<file path="src/rtl/gpio_irq_pkg.sv">
package gpio_irq_pkg;
  localparam int DW = 8;
  localparam int AW = 3;
  localparam int NUM_VEC = 5;

  typedef enum logic [AW-1:0] {
    A_P0_EN   = 3'd0,
    A_P0_EDGE = 3'd1,
    A_P1_EN   = 3'd2,
    A_P1_EDGE = 3'd3,
    A_P2_CFG  = 3'd4,
    A_P0_PEND = 3'd5,
    A_P1_PEND = 3'd6,
    A_P2_PEND = 3'd7
  } reg_addr_e;

  // Port 0 pins with dedicated request lines, in vector order
  localparam int N_DED = 3;
  localparam int DED_PIN [N_DED] = '{1, 3, 4};
  localparam int VEC_P1 = 3;
  localparam int VEC_P2 = 4;
endpackage

</file>
<file path="src/rtl/gpio_sync_edge.sv">
module gpio_sync_edge #(
  parameter int W = 5
) (
  input  logic         clk,
  input  logic         rst_n,
  input  logic [W-1:0] pin_raw,
  input  logic [W-1:0] fall_sel,
  output logic [W-1:0] evt
);
  for (genvar g = 0; g < W; g++) begin : g_pin
    logic s1, s2, prev;
    always_ff @(posedge clk) begin
      if (!rst_n) begin
        s1   <= 1'b0;
        s2   <= 1'b0;
        prev <= 1'b0;
      end else begin
        s1   <= pin_raw[g];
        s2   <= s1;
        prev <= s2;
      end
    end
    assign evt[g] = fall_sel[g] ? (prev & ~s2) : (s2 & ~prev);
  end
endmodule

</file>
<file path="src/rtl/gpio_pend_bank.sv">
module gpio_pend_bank #(
  parameter int W = 5
) (
  input  logic         clk,
  input  logic         rst_n,
  input  logic [W-1:0] evt,
  input  logic [W-1:0] en,
  input  logic [W-1:0] clr,
  output logic [W-1:0] pend
);
  always_ff @(posedge clk) begin
    if (!rst_n) pend <= '0;
    else        pend <= (pend & ~clr) | (evt & en);
  end
endmodule

</file>
<file path="src/rtl/gpio_irq_regs.sv">
module gpio_irq_regs
  import gpio_irq_pkg::*;
#(
  parameter int W0 = 5,
  parameter int W1 = 5,
  parameter int W2 = 5
) (
  input  logic          clk,
  input  logic          rst_n,
  input  logic          bus_wr,
  input  logic          bus_rd,
  input  logic [AW-1:0] bus_addr,
  input  logic [DW-1:0] bus_wdata,
  input  logic [W0-1:0] p0_pend,
  input  logic [W1-1:0] p1_pend,
  input  logic [W2-1:0] p2_pend,
  output logic [W0-1:0] p0_en,
  output logic [W0-1:0] p0_fall,
  output logic [W1-1:0] p1_en,
  output logic [W1-1:0] p1_fall,
  output logic          p2_en,
  output logic          p2_fall,
  output logic [W0-1:0] p0_clr,
  output logic [W1-1:0] p1_clr,
  output logic [W2-1:0] p2_clr,
  output logic [DW-1:0] bus_rdata
);
  reg_addr_e   addr;
  logic [DW-1:0] rd_next;
  logic        unused_wbits;

  assign addr         = reg_addr_e'(bus_addr);
  assign unused_wbits = ^bus_wdata;

  always_ff @(posedge clk) begin
    if (!rst_n) begin
      p0_en   <= '0;
      p0_fall <= '0;
      p1_en   <= '0;
      p1_fall <= '0;
      p2_en   <= 1'b0;
      p2_fall <= 1'b0;
    end else if (bus_wr) begin
      case (addr)
        A_P0_EN:   p0_en   <= bus_wdata[W0-1:0];
        A_P0_EDGE: p0_fall <= bus_wdata[W0-1:0];
        A_P1_EN:   p1_en   <= bus_wdata[W1-1:0];
        A_P1_EDGE: p1_fall <= bus_wdata[W1-1:0];
        A_P2_CFG: begin
          p2_en   <= bus_wdata[0];
          p2_fall <= bus_wdata[1];
        end
        default: ;
      endcase
    end
  end

  assign p0_clr = (bus_wr && addr == A_P0_PEND) ? bus_wdata[W0-1:0] : '0;
  assign p1_clr = (bus_wr && addr == A_P1_PEND) ? bus_wdata[W1-1:0] : '0;
  assign p2_clr = (bus_wr && addr == A_P2_PEND) ? bus_wdata[W2-1:0] : '0;

  always_comb begin
    rd_next = '0;
    case (addr)
      A_P0_EN:   rd_next[W0-1:0] = p0_en;
      A_P0_EDGE: rd_next[W0-1:0] = p0_fall;
      A_P1_EN:   rd_next[W1-1:0] = p1_en;
      A_P1_EDGE: rd_next[W1-1:0] = p1_fall;
      A_P2_CFG:  rd_next[1:0]    = {p2_fall, p2_en};
      A_P0_PEND: rd_next[W0-1:0] = p0_pend;
      A_P1_PEND: rd_next[W1-1:0] = p1_pend;
      A_P2_PEND: rd_next[W2-1:0] = p2_pend;
      default:   rd_next = '0;
    endcase
  end

  always_ff @(posedge clk) begin
    if (!rst_n)      bus_rdata <= '0;
    else if (bus_rd) bus_rdata <= rd_next;
  end
endmodule

</file>
<file path="src/rtl/gpio_irq_vectors.sv">
module gpio_irq_vectors
  import gpio_irq_pkg::*;
#(
  parameter int P0_PINS = 5,
  parameter int P1_PINS = 5,
  parameter int P2_PINS = 5
) (
  input  logic               clk,
  input  logic               rst_n,
  input  logic [P0_PINS-1:0] p0_pins,
  input  logic [P1_PINS-1:0] p1_pins,
  input  logic [P2_PINS-1:0] p2_pins,
  input  logic               bus_wr,
  input  logic               bus_rd,
  input  logic [AW-1:0]      bus_addr,
  input  logic [DW-1:0]      bus_wdata,
  output logic [DW-1:0]      bus_rdata,
  output logic [NUM_VEC-1:0] irq_vec
);
  logic [P0_PINS-1:0] p0_en, p0_fall, p0_clr, p0_ev, p0_pend;
  logic [P1_PINS-1:0] p1_en, p1_fall, p1_clr, p1_ev, p1_pend;
  logic [P2_PINS-1:0] p2_clr, p2_ev, p2_pend, p2_en_vec, p2_fall_vec;
  logic               p2_en, p2_fall;

  gpio_irq_regs #(.W0(P0_PINS), .W1(P1_PINS), .W2(P2_PINS)) u_regs (
    .clk(clk), .rst_n(rst_n),
    .bus_wr(bus_wr), .bus_rd(bus_rd), .bus_addr(bus_addr), .bus_wdata(bus_wdata),
    .p0_pend(p0_pend), .p1_pend(p1_pend), .p2_pend(p2_pend),
    .p0_en(p0_en), .p0_fall(p0_fall), .p1_en(p1_en), .p1_fall(p1_fall),
    .p2_en(p2_en), .p2_fall(p2_fall),
    .p0_clr(p0_clr), .p1_clr(p1_clr), .p2_clr(p2_clr),
    .bus_rdata(bus_rdata)
  );

  // Group setting fanned out to every Port 2 pin
  assign p2_en_vec   = {P2_PINS{p2_en}};
  assign p2_fall_vec = {P2_PINS{p2_fall}};

  gpio_sync_edge #(.W(P0_PINS)) u_sync0 (
    .clk(clk), .rst_n(rst_n), .pin_raw(p0_pins), .fall_sel(p0_fall), .evt(p0_ev));
  gpio_sync_edge #(.W(P1_PINS)) u_sync1 (
    .clk(clk), .rst_n(rst_n), .pin_raw(p1_pins), .fall_sel(p1_fall), .evt(p1_ev));
  gpio_sync_edge #(.W(P2_PINS)) u_sync2 (
    .clk(clk), .rst_n(rst_n), .pin_raw(p2_pins), .fall_sel(p2_fall_vec), .evt(p2_ev));

  gpio_pend_bank #(.W(P0_PINS)) u_pend0 (
    .clk(clk), .rst_n(rst_n), .evt(p0_ev), .en(p0_en), .clr(p0_clr), .pend(p0_pend));
  gpio_pend_bank #(.W(P1_PINS)) u_pend1 (
    .clk(clk), .rst_n(rst_n), .evt(p1_ev), .en(p1_en), .clr(p1_clr), .pend(p1_pend));
  gpio_pend_bank #(.W(P2_PINS)) u_pend2 (
    .clk(clk), .rst_n(rst_n), .evt(p2_ev), .en(p2_en_vec), .clr(p2_clr), .pend(p2_pend));

  for (genvar v = 0; v < N_DED; v++) begin : g_ded
    assign irq_vec[v] = p0_pend[DED_PIN[v]] & p0_en[DED_PIN[v]];
  end
  assign irq_vec[VEC_P1] = |(p1_pend & p1_en);
  assign irq_vec[VEC_P2] = |(p2_pend & p2_en_vec);
endmodule

</file>
<file path="config.mk">
export PLATFORM = sky130hd
export DESIGN_NAME = gpio_irq_vectors
export DESIGN_NICKNAME = d
export VERILOG_FILES = /design/src/rtl/gpio_irq_pkg.sv /design/src/rtl/gpio_sync_edge.sv /design/src/rtl/gpio_pend_bank.sv /design/src/rtl/gpio_irq_regs.sv /design/src/rtl/gpio_irq_vectors.sv
export SDC_FILE = /design/constraint.sdc
export NUM_CORES = 1
export LEC_CHECK = 0
export BUFFER_PORTS_ARGS = -buffer_cell sky130_fd_sc_hd__buf_4
export CORE_MARGIN = 10
export CORE_UTILIZATION = 35
export CTS_CLUSTER_SIZE = 12
export DETAILED_ROUTE_END_ITERATION = 16
export PLACE_DENSITY = 0.56
export SYNTH_ARGS = -nofsm -noshare
export SYNTH_HDL_FRONTEND = slang
export SYNTH_SLANG_ARGS = --single-unit
export TNS_END_PERCENT = 10
</file>
<file path="constraint.sdc">
create_clock -name clk -period 1.4 [get_ports clk]
set_clock_uncertainty 0.2 [all_clocks]
set_input_delay 0.14 -clock clk [delete_from_list [all_inputs] [get_ports clk]]
set_output_delay 0.14 -clock clk [all_outputs]
set_load 0.005 [all_outputs]
</file>
Yosys cells after proc, flatten, opt, wreduce, memory -nomap -nowiden. Index checks and enable logic that the tools add are counted.

Eq/ne operators: 7. Reductions and logical operators: 11. Bitwise gates (word level): 77. Muxes and demuxes: 20.

Operators by type and width (number): 5-bit bitwise AND (8); 1-bit bitwise AND (33); 1-bit inverter (30); 3-bit case mux with 7 select lines (1); 2-bit case mux with 8 select lines (1); 1-bit 2-to-1 mux (15); 5-bit 2-to-1 mux (3); 5-bit inverter (3); 5-bit OR (3); 3-bit == test (second input constant) (4); 2-bit AND reduction (5); 5-bit OR reduction (2); 3-bit by 2-bit == test with 1-bit output (second input constant) (2); 3-bit by 1-bit == test with 1-bit output (second input constant) (1); 1-bit logical AND (3); 3-bit logical NOT (1).

Input port bits: 30. Register bits: 87. Output and inout bits: 13. Logic and storage cells: 170.

Depth between registers and ports, before layout. Gate-level depths: netlist of run 1.

Word-level depth: 6. Depth in mapped cells: 6.

By module. Synthesis of run 1 repeated with hierarchy kept, for this count alone.

Cells, all modules: 380. Area total of the unflattened synthesis: 3704.8 um^2.

Modules (own cells, without submodules): gpio_irq_regs (times used 1, seq. area each 540.5 um^2, cells each 174, area each 1585.3 um^2); gpio_sync_edge (times used 3, seq. area each 300.3 um^2, cells each 46, area each 500.5 um^2); gpio_pend_bank (times used 3, seq. area each 100.1 um^2, cells each 20, area each 187.7 um^2); gpio_irq_vectors (times used 1, seq. area each 0.0 um^2, cells each 8, area each 55.1 um^2).

Worst setup path before layout of run 1. OpenSTA, ideal clock, no wires.

Kind: register to register. Start: register u_regs.p1_en[4]. End: register u_regs.bus_rdata[4]. Clock period less this slack: 1378 ps. Data arrival time: 1108 ps. Required time: 1130 ps. Setup time: 70 ps. Stages on the path, launching flop included: 5. Slack: 22 ps. Path through: dfxtp_1 > mux2i_1 > a22o_1 > or4_1 > a21boi_1.

Longest elaborated chain between the ends: 1.

Ends and longest elaborated chain: start, declared (RTL line gpio_irq_regs.sv:19) `output logic [W1-1:0] p1_en,`; start signal, assigned (RTL line gpio_irq_regs.sv:47) `A_P1_EN: p1_en <= bus_wdata[W1-1:0];`; 3-bit case mux with 7 select lines (RTL line gpio_irq_regs.sv:64) `case (addr)`; end signal, assigned (RTL line gpio_irq_regs.sv:79) `else if (bus_rd) bus_rdata <= rd_next;`; end, declared (RTL line gpio_irq_regs.sv:26) `output logic [DW-1:0] bus_rdata`.

No other way between the ends. A chain may end at the register's enable or synchronous reset.

Worst setup path after layout of run 1.
Start: register u_pend2.pend[2]. End: output port irq_vec[4].

Longest elaborated chain between the ends: 2.

Ends and longest elaborated chain: start, declared (RTL line gpio_pend_bank.sv:9) `output logic [W-1:0] pend`; start signal, assigned (RTL line gpio_pend_bank.sv:13) `else pend <= (pend & ~clr) | (evt & en);`; 5-bit bitwise AND (RTL line gpio_irq_vectors.sv:57) `assign irq_vec[VEC_P2] = |(p2_pend & p2_en_vec);`; 5-bit OR reduction (RTL line gpio_irq_vectors.sv:57); end, declared (RTL line gpio_irq_vectors.sv:18) `output logic [NUM_VEC-1:0] irq_vec`.

No other way between the ends.

==> results of run 1 <==
## what timing repair did
item	4_1_cts	5_1_grt
hold buffers	21	0
pin swaps	2	0
setup endpoints to repair	4	9
hold endpoints to repair	55	0
resized for setup	1	9
## stage by stage
stage	area (um^2)	setup slack [ns]
4_1_cts	4610	-0.448
2_1_floorplan	3560	0.0224
3_3_place_gp	4230	-0.0716
3_5_place_dp	4230	-0.0725
5_1_grt	4630	-0.457
6_report	4630	-0.425
## layer usage
metal	track usage, %	part of all wire (%)	up-vias
met1	15.1	48	1293
met5	0	0	-
met4	5.43	1.6	0
li1	-	-	1454
met3	2.56	4.3	13
met2	18.3	46	54
## how the worst min path moves through the flow
stage	end	slack [ns]	depth (start not counted)
finish	u_regs.bus_rdata[0]$_SDFFE_PN0P_	0.02	5
global placement	u_sync2.g_pin[3].s1$_SDFF_PN0_	0.15	2
detailed placement	u_sync2.g_pin[0].s1$_SDFF_PN0_	0.15	2
floorplan	u_sync0.g_pin[0].s1$_SDFF_PN0_	0.07	1
CTS	u_regs.bus_rdata[0]$_SDFFE_PN0P_	0.003	5
global route	u_regs.p0_en[4]$_SDFFE_PN0P_	0.06	3
## synthesized netlist by cell type, types with 2 or more instances
library cell | count | area, um^2
a21boi_0 | 17 | 128
or4_1 | 2 | 15.0
a211oi_1 | 3 | 22.5
and3_1 | 2 | 12.5
and4b_1 | 2 | 20.0
o21ai_0 | 18 | 90.1
clkbuf_1 | 13 | 48.8
buf_2 | 5 | 25.0
nor2b_1 | 21 | 131
o22ai_1 | 2 | 12.5
nand3_1 | 4 | 20.0
nand2b_1 | 3 | 18.8
nor2_1 | 19 | 71.3
and2_1 | 50 | 313
mux2i_1 | 30 | 300
dfxtp_1 | 87 | 1740
o221ai_1 | 3 | 26.3
nor3b_1 | 15 | 113
nand4_1 | 2 | 12.5
nor3_1 | 2 | 10.0
nand2_1 | 55 | 206
a21oi_1 | 4 | 20.0
mux2_2 | 3 | 33.8
buf_4 | 4 | 30.0
a31o_2 | 2 | 17.5
## power groups by stage
stage	clock, mW	combinational [mW]	sequential [mW]
3_5_place_dp	0	0.403	2.65
4_1_cts	1.63	0.451	2.59
2_1_floorplan	0	0.219	2.64
3_3_place_gp	0	0.398	2.65
5_1_grt	1.73	0.497	2.60
6_report	1.58	0.451	2.59
## layout make-up
cell class              count  area share [%]
clock inverters             6           0.973
well taps                 133            3.60
repair buffers             98            18.0
clock buffers              10            2.76
multi-input cells         272            36.8
inverters                   2           0.162
flip-flops and latches     87            37.7
## cell usage in the layout, fill, tap and decap left out, drive strengths merged, types with 10 or more instances in the layout
| cell | Yosys | routed |
|---|---|---|
| nor3b | 15 | 15 |
| and2 | 50 | 50 |
| nor2b | 21 | 21 |
| o21ai | 18 | 18 |
| nand2 | 55 | 55 |
| nor2 | 20 | 20 |
| mux2i | 30 | 30 |
| buf | 10 | 77 |
| dlygate4sd3 | 0 | 21 |
| dfxtp | 87 | 87 |
| clkbuf | 13 | 10 |
| a21boi | 18 | 18 |
## worst min-delay path, cell delays in order
cell and delay, ns:
buf_4 0.14, nand2_1 0.06, a21oi_1 0.04, o221ai_1 0.06, o22ai_1 0.08
## cells by family (layout without fill, tap and decap cells)
kind of cell	count (synthesis)	count (layout)	share of synthesized area, %
other cells	1	3	0.106
flops	87	87	49.0
mux	33	33	9.41
buf+inv	25	116	3.45
compound gates	55	55	10.4
simple gates	181	181	27.6
==> flow_summary.yaml, run 1 <==
outcome:
  status: "finished with violations"
  violations: "setup timing"
final_layout:
  drive_above_1_share_pct: 22.1
  insertedDiodeCount: 0
  regArea_um2: 1750
  multi_input_area_um2: 1700
  final_nets: 500
  fill_cells: 1002
  instances_no_fill: 608
  area_growth_pct: 30.3
  final_core_util_pct: 47.1
place:
  post-place-cells: 571
  io_buffers: 36
  place_hpwl_mm: 5.96
  gp_congestion: 0.833
power_and_ir_drop:
  pwr-share-clk_pct: 34.1
  ir_drop_mv: 0.453
  power_frac_comb_pct: 9.8
  p_sw_mw: 1.16
  internal_power_mw: 3.46
  power.leakage_nw: 1.87
  power_density_nw_per_um2: 997
  p_sw_share_pct: 25.1
  p_seq_share_pct: 56.1
  power_mw: 4.62
synthesis:
  synth_seq_cells: 87
  syn_area_um2: 3550
  syn_inst: 382
  postSynthAreaPerCell_um2: 9.30
  async_reset_ff_share_pct: 0
  yosysSeqAreaShare_pct: 49.0
  synth-edff-count: 0
  yosysWarnings: 0
  synth_ff_type: "dfxtp_1"
  synth.distinct_cells: 39
routing:
  drt_iter0_drc: 150
  drcViolationCount: 0
  finalWirelength_mm: 8.34
  wl_per_cell_um: 13.7
  first_pass_iters: 4
  ant_nets: 0
  vias: 2814
  routed_via_density: 4.63
timing:
  maxSlewViolCount: 0
  min_period_ns: 1.82
  whs_ns: 0.0201
  maxClockFrequency_mhz: 548
  tns_ns: -0.704
  setup_ws_ns: -0.425
  final-setup-viol-count: 2
  hold_violations: 0
  finalCritPeriodShare_pct: 130
  rsz0062_at_grt: "true"
job:
  maxCapViolCount: 0
clock_tree:
  cts_sinks: 87
  path_clk_slew_ns: 0.08
  cts-root-buf: "clkbuf_8"
  cts_tree: "built"
  cts_setup_buffers: 0
  cts_buffers: 9
  h-tree-depth: 3
  cts_buffer_depth: 2
  insertion_delay_ns: 0.36
critical_path:
  reg2regPathDepth: 4
  critPathLaunch: "u_pend2.pend[2]$_SDFF_PN0_"
  path_cells: "or4_1, o21a_1, buf_4"
  worstSetupEndpointType: "primary output"
  worst_ep_arrival_time_ns: 1.48
  slowest_delay_ns: 0.51
  crit_buf_inv: 1
  critPathLaunchType: "register"
  crit_fanout: 2
  crit_end: "irq_vec[4]"
  path_delay_family: "simple AND/OR/NAND/NOR gates"
  crit-reg2reg-capture: "u_regs.bus_rdata[4]$_SDFFE_PN0P_"
  r2r_setup_slack_ns: 0.01
  cp_num_cells: 3
  r2r-start: "u_pend2.pend[4]$_SDFF_PN0_"
  crit_required_ns: 1.06
  path_class: "reg2out"
  crit_slowest_cell: "or4_1"
global_route:
  grt_pass1_vias: 2756
  grt_max_degree: 48
  antenna_found_initial: 0
  groute.usage.overall_pct: 11.7
  grt_pass1_wl_mm: 13.7
  grt-ovfl-total: 0
die:
  die_w_um: 121
  initial_utilization_pct: 36.2
  coreArea_um2: 9820
  core.rowCount: 36
  num_io_pins: 43
  die_area_um2: 14600
  die_h_um: 121
worst_hold_path:
  hold_class: "in2reg"
  min_from: "rst_n"
Power figures use the tool's default switching activity.
==> run 2: changes to the inputs <==
--- a/config.mk
+++ b/config.mk
@@ -11,6 +11,7 @@
 export CTS_CLUSTER_SIZE = 12
 export DETAILED_ROUTE_END_ITERATION = 16
 export PLACE_DENSITY = 0.56
+export SETUP_SLACK_MARGIN = 0.2
 export SYNTH_ARGS = -nofsm -noshare
 export SYNTH_HDL_FRONTEND = slang
 export SYNTH_SLANG_ARGS = --single-unit
==> run 2 against run 1 <==
  * Highest routed layer unchanged
  * The flow still finishes with violations (setup timing)
  * Clock power is 25% higher
  * Largest power group unchanged
  * Core utilization is 1.9 points higher
  * Register-to-register slack worse by 0.05 ns
==> flow_summary.yaml, run 2 (same netlist as run 1, synthesis figures left out) <==
die:
  initial_utilization_pct: 36.2
  die_h_um: 121
  core.rowCount: 36
  die_area_um2: 14600
  die_w_um: 121
  coreArea_um2: 9820
  num_io_pins: 43
clock_tree:
  cts_sinks: 87
  insertion_delay_ns: 0.35
  cts_buffer_depth: 2
  h-tree-depth: 3
  cts_tree: "built"
  cts-root-buf: "clkbuf_8"
  cts_buffers: 9
  path_clk_slew_ns: 0.09
  cts_setup_buffers: 0
power_and_ir_drop:
  power_mw: 5.02
  internal_power_mw: 3.88
  p_sw_mw: 1.14
  power_density_nw_per_um2: 1040
  pwr-share-clk_pct: 39.2
  p_seq_share_pct: 51.5
  power_frac_comb_pct: 9.3
  p_sw_share_pct: 22.8
  power.leakage_nw: 1.96
  ir_drop_mv: 0.572
worst_hold_path:
  hold_class: "in2reg"
  min_to: "u_regs.bus_rdata[1]$_SDFFE_PN0P_"
  min_from: "bus_rd"
  holdPathStages: 4
timing:
  whs_ns: 0.0519
  min_period_ns: 1.83
  rsz0062_at_grt: "true"
  tns_ns: -0.795
  setup_ws_ns: -0.428
  maxSlewViolCount: 0
  hold_violations: 0
  finalCritPeriodShare_pct: 131
  final-setup-viol-count: 3
  maxClockFrequency_mhz: 547
critical_path:
  crit-reg2reg-capture: "u_regs.bus_rdata[4]$_SDFFE_PN0P_"
  crit_fanout: 2
  crit_required_ns: 1.06
  critPathLaunch: "u_pend2.pend[2]$_SDFF_PN0_"
  r2r_setup_slack_ns: -0.04
  path_class: "reg2out"
  critPathLaunchType: "register"
  worstSetupEndpointType: "primary output"
  reg2regPathDepth: 4
  r2r-start: "u_regs.p1_en[4]$_SDFFE_PN0P_"
  worst_ep_arrival_time_ns: 1.49
final_layout:
  final_core_util_pct: 49.0
  final_nets: 498
  final_common_cell: "dfxtp_1"
  area_growth_pct: 35.5
  final_area_um2: 4810
  drive_above_1_share_pct: 27.7
  insertedDiodeCount: 0
  final_cell_mix: "dfxtp_1 (70), buf_4 (65), nand2_1 (55)"
  instances_no_fill: 606
outcome:
  status: "finished with violations"
  violations: "setup timing"
job:
  maxCapViolCount: 0
global_route:
  antenna_found_initial: 0
  grt_pass1_wl_mm: 14.1
  grt_pass1_vias: 2762
  grt_max_degree: 49
  groute.usage.overall_pct: 12.0
  grt-ovfl-total: 0
routing:
  finalWirelength_mm: 8.54
  drcViolationCount: 0
  routed_via_density: 4.71
  first_pass_iters: 4
  drt_iter0_drc: 108
  ant_nets: 0
  vias: 2857
  wl_per_cell_um: 14.1
place:
  gp_congestion: 0.867
  placed_cell_area_um2: 4210
  post-place-cells: 567
  io_buffers: 36
  place_hpwl_mm: 5.97
  place_worst_setup_slack_ns: -0.0467
[run 2: changes by cell type in the layout (fill, tap and decap cells not counted), sizes merged]
cell         previous run  this run
buf                    77        73
inv                     2         3
bufinv                  0         2
clkinvlp                3         0
dlygate4sd3            21        23
[run 2: worst max path at each step]
stage | endpoint | slack, ns | cells after the start
2_1_floorplan | u_regs.bus_rdata[4]$_SDFFE_PN0P_ | 0.05 | 4
3_3_place_gp | irq_vec[4] | -0.06 | 3
3_5_place_dp | irq_vec[4] | -0.05 | 3
4_1_cts | irq_vec[4] | -0.45 | 3
5_1_grt | irq_vec[4] | -0.50 | 3
6_report | irq_vec[4] | -0.43 | 3
[run 2: routing by layer]
metal  vias to the layer above  global-route usage (%)  part of all wire, %
met3                         6                    3.16                  4.7
met2                        47                    19.8                   48
li1                       1459                       -                    -
met5                         -                       0                    0
met4                         0                    4.07                  1.0
met1                      1345                    14.8                   46
[run 2: worst max-delay path, cell delays in order (launching register included)]
cell,delay (ns)
dfxtp_1,0.31
or4_1,0.51
o21a_1,0.18
buf_4,0.13
[run 2: timing repair]
item / in CTS / in global routing
gates resized for setup: 26 / 35
endpoints found under the hold margin: 55 / 0
hold buffers: 23 / 0
setup endpoints to repair: 15 / 24
pin swaps: 4 / 12
[run 2: layout make-up]
class                      count  area, um^2
clock buffer                  10         138
clock inverter                 6        91.3
fill                         970        5010
inverter                       2        7.51
multi-input combinational    272        1790
sequential                    87        1770
tap                          133         166
timing repair buffer          96         842
[run 2: power groups by stage]
stage | Combinational [mW] | Clock (mW) | Sequential, mW
3_5_place_dp | 0.398 | 0 | 2.65
5_1_grt | 0.509 | 2.14 | 2.60
2_1_floorplan | 0.224 | 0 | 2.64
3_3_place_gp | 0.394 | 0 | 2.65
4_1_cts | 0.458 | 2.03 | 2.59
6_report | 0.467 | 1.97 | 2.59
==> run 3: changes to the inputs <==
--- a/config.mk
+++ b/config.mk
@@ -5,6 +5,7 @@
 export SDC_FILE = /design/constraint.sdc
 export NUM_CORES = 1
 export LEC_CHECK = 0
+export ABC_CLOCK_PERIOD_IN_PS = 1400
 export BUFFER_PORTS_ARGS = -buffer_cell sky130_fd_sc_hd__buf_4
 export CORE_MARGIN = 10
 export CORE_UTILIZATION = 35
@@ -14,5 +15,6 @@
 export SETUP_SLACK_MARGIN = 0.2
 export SYNTH_ARGS = -nofsm -noshare
 export SYNTH_HDL_FRONTEND = slang
+export SYNTH_HIERARCHICAL = 1
 export SYNTH_SLANG_ARGS = --single-unit
 export TNS_END_PERCENT = 10
==> run 3 against run 2 <==
  * The flow still finishes with violations (setup timing)
  * Total power decreased by 1.2%
  * Final area up 3.2%
  * Sequential power is essentially flat
  * Hold slack worse by 0.017 ns
  * Via count is 1.9% higher
==> flow_summary.yaml, run 3 <==
global_route:
  grt_max_degree: 39
  antenna_found_initial: 0
  grt-ovfl-total: 0
  grt_pass1_wl_mm: 14.0
  grt_pass1_vias: 2730
  groute.usage.overall_pct: 11.9
synthesis:
  syn_area_um2: 3700
  synth.top_cells.by_count: "dfxtp_1 (87), nand2_1 (39), and2_2 (33), nand2b_1 (33), and2_1 (31)"
  synth_ff_type: "dfxtp_1"
  synth_seq_cells: 87
  synth.distinct_cells: 42
  synth_area_leaders: "dfxtp_1 (47%), and2_2 (6.7%), mux2i_1 (6.2%)"
  synth_most_common_cell: "dfxtp_1"
  yosys.area.top_type: "dfxtp_1"
  yosysSeqAreaShare_pct: 47.0
  yosysWarnings: 6
  syn_inst: 380
  netlist.area_leader.share_pct: 47.0
  synth-edff-count: 0
  postSynthAreaPerCell_um2: 9.75
  async_reset_ff_share_pct: 0
die:
  coreArea_um2: 10300
  core.rowCount: 37
  die_area_um2: 15100
  num_io_pins: 43
  initial_utilization_pct: 35.9
  die_w_um: 123
  die_h_um: 123
routing:
  drt_iter0_drc: 121
  first_pass_iters: 4
  ant_nets: 0
  vias: 2911
  wl_per_cell_um: 14.5
  drcViolationCount: 0
  finalWirelength_mm: 8.97
  routed_via_density: 4.72
outcome:
  status: "finished with violations"
  violations: "setup timing"
power_and_ir_drop:
  power_frac_comb_pct: 9.7
  p_sw_share_pct: 22.3
  p_seq_share_pct: 52.1
  power_mw: 4.96
  ir_drop_mv: 0.523
  power.leakage_nw: 1.96
  internal_power_mw: 3.85
  power_density_nw_per_um2: 999
  pwr-share-clk_pct: 38.2
  p_sw_mw: 1.11
critical_path:
  reg2regPathDepth: 5
  crit-reg2reg-capture: "u_regs/bus_rdata[2]$_SDFFE_PN0P_"
  worst_ep_arrival_time_ns: 1.49
  worstSetupEndpointType: "primary output"
  r2r_setup_slack_ns: -0.06
  critPathLaunchType: "register"
  crit_fanout: 2
  path_class: "reg2out"
  crit_required_ns: 1.06
  r2r-start: "u_pend2/pend[2]$_SDFF_PN0_"
final_layout:
  final_cell_mix: "dfxtp_1 (69), buf_4 (64), nand2_1 (36)"
  drive_above_1_share_pct: 35.3
  insertedDiodeCount: 0
  final_common_cell: "dfxtp_1"
  area_growth_pct: 34.0
  instances_no_fill: 617
  final_core_util_pct: 48.1
  final_nets: 507
worst_hold_path:
  min_to: "u_regs/bus_rdata[3]$_SDFFE_PN0P_"
  min_from: "bus_rd"
  holdPathStages: 4
  hold_class: "in2reg"
timing:
  maxSlewViolCount: 0
  maxClockFrequency_mhz: 546
  finalCritPeriodShare_pct: 131
  final-setup-viol-count: 3
  min_period_ns: 1.83
  whs_ns: 0.0352
  rsz0062_at_grt: "true"
  hold_violations: 0
  setup_ws_ns: -0.433
clock_tree:
  cts_buffer_depth: 2
  cts-root-buf: "clkbuf_8"
  cts_buffers: 9
  cts_tree: "built"
  insertion_delay_ns: 0.34
  h-tree-depth: 3
  path_clk_slew_ns: 0.09
  cts_sinks: 87
place:
  io_buffers: 36
  place_hpwl_mm: 6.27
  post-place-cells: 577
  gp_congestion: 0.833
job:
  maxCapViolCount: 0
[run 3: changes by cell type after synthesis, moves of 10 or more]
cell,previous run,this run
and2_2,0,33
nor2_1,19,9
nand2b_1,3,33
and2_1,50,31
o22ai_1,2,15
nor3b_1,15,1
a21boi_1,1,15
clkbuf_1,13,3
o21ai_0,18,4
a21boi_0,17,2
nand2_1,55,39
[run 3: power groups by stage]
stage               logic, mW  clock network (mW)  registers [mW]
finish                  0.479                1.90            2.58
global placement        0.401                   0            2.64
detailed placement      0.406                   0            2.64
floorplan               0.230                   0            2.63
global route            0.521                2.05            2.60
CTS                     0.466                1.96            2.59
[run 3: metrics by stage]
stage / setup TNS [ns] / setup WS [ns] / area (um^2)
floorplan: 0 / 0.0812 / 3720
global placement: -0.234 / -0.0656 / 4350
detailed placement: -0.174 / -0.0754 / 4350
CTS: -0.769 / -0.472 / 4860
global route: -0.946 / -0.481 / 4960
finish: -0.760 / -0.433 / 4960
[run 3: layer usage]
layer / global-route usage, % / vias up / routed length, um
met2: 19.4 / 51 / 4240
li1: - / 1476 / -
met3: 2.85 / 10 / 371
met5: 0 / - / 0
met1: 15.2 / 1374 / 4240
met4: 3.53 / 0 / 120
[run 3: worst max-delay path, cell delays in order, from the launching register on]
cell,delay [ns]
dfxtp_2,0.33
or4_4,0.52
o21a_1,0.19
buf_6,0.11
[run 3: worst max path at each step]
stage | slack (ns) | from | depth (start not counted) | to
6_report | -0.43 | u_pend2/pend[2]$_SDFF_PN0_ | 3 | irq_vec[4]
5_1_grt | -0.48 | u_pend2/pend[2]$_SDFF_PN0_ | 3 | irq_vec[4]
4_1_cts | -0.47 | u_pend2/pend[0]$_SDFF_PN0_ | 3 | irq_vec[4]
3_5_place_dp | -0.08 | u_pend2/pend[0]$_SDFF_PN0_ | 3 | irq_vec[4]
3_3_place_gp | -0.07 | u_pend2/pend[0]$_SDFF_PN0_ | 3 | irq_vec[4]
2_1_floorplan | 0.08 | u_pend2/pend[0]$_SDFF_PN0_ | 2 | irq_vec[4]
[run 3: cell families after synthesis]
logic type | share of synthesized area (%)
compound gates | 12.0
buf+inv | 3.44
flops | 47.0
mux | 7.43
other cells | 0.101
simple gates | 30.0
[run 3: cell type report]
type	instances	area, um^2
Sequential cell	87	1770
Inverter	4	15.0
Timing Repair Buffer	100	870
Multi-Input combinational cell	275	1930
Tap cell	136	170
Clock inverter	4	70.1
Fill cell	1001	5360
Clock buffer	11	141
[run 3: what timing repair did]
action,4_1_cts,5_1_grt
endpoints found under the hold margin,40,0
hold buffers,23,0
pin swaps,11,24
endpoints found under the setup margin,17,24
resized for setup,27,29
setup buffers,0,2
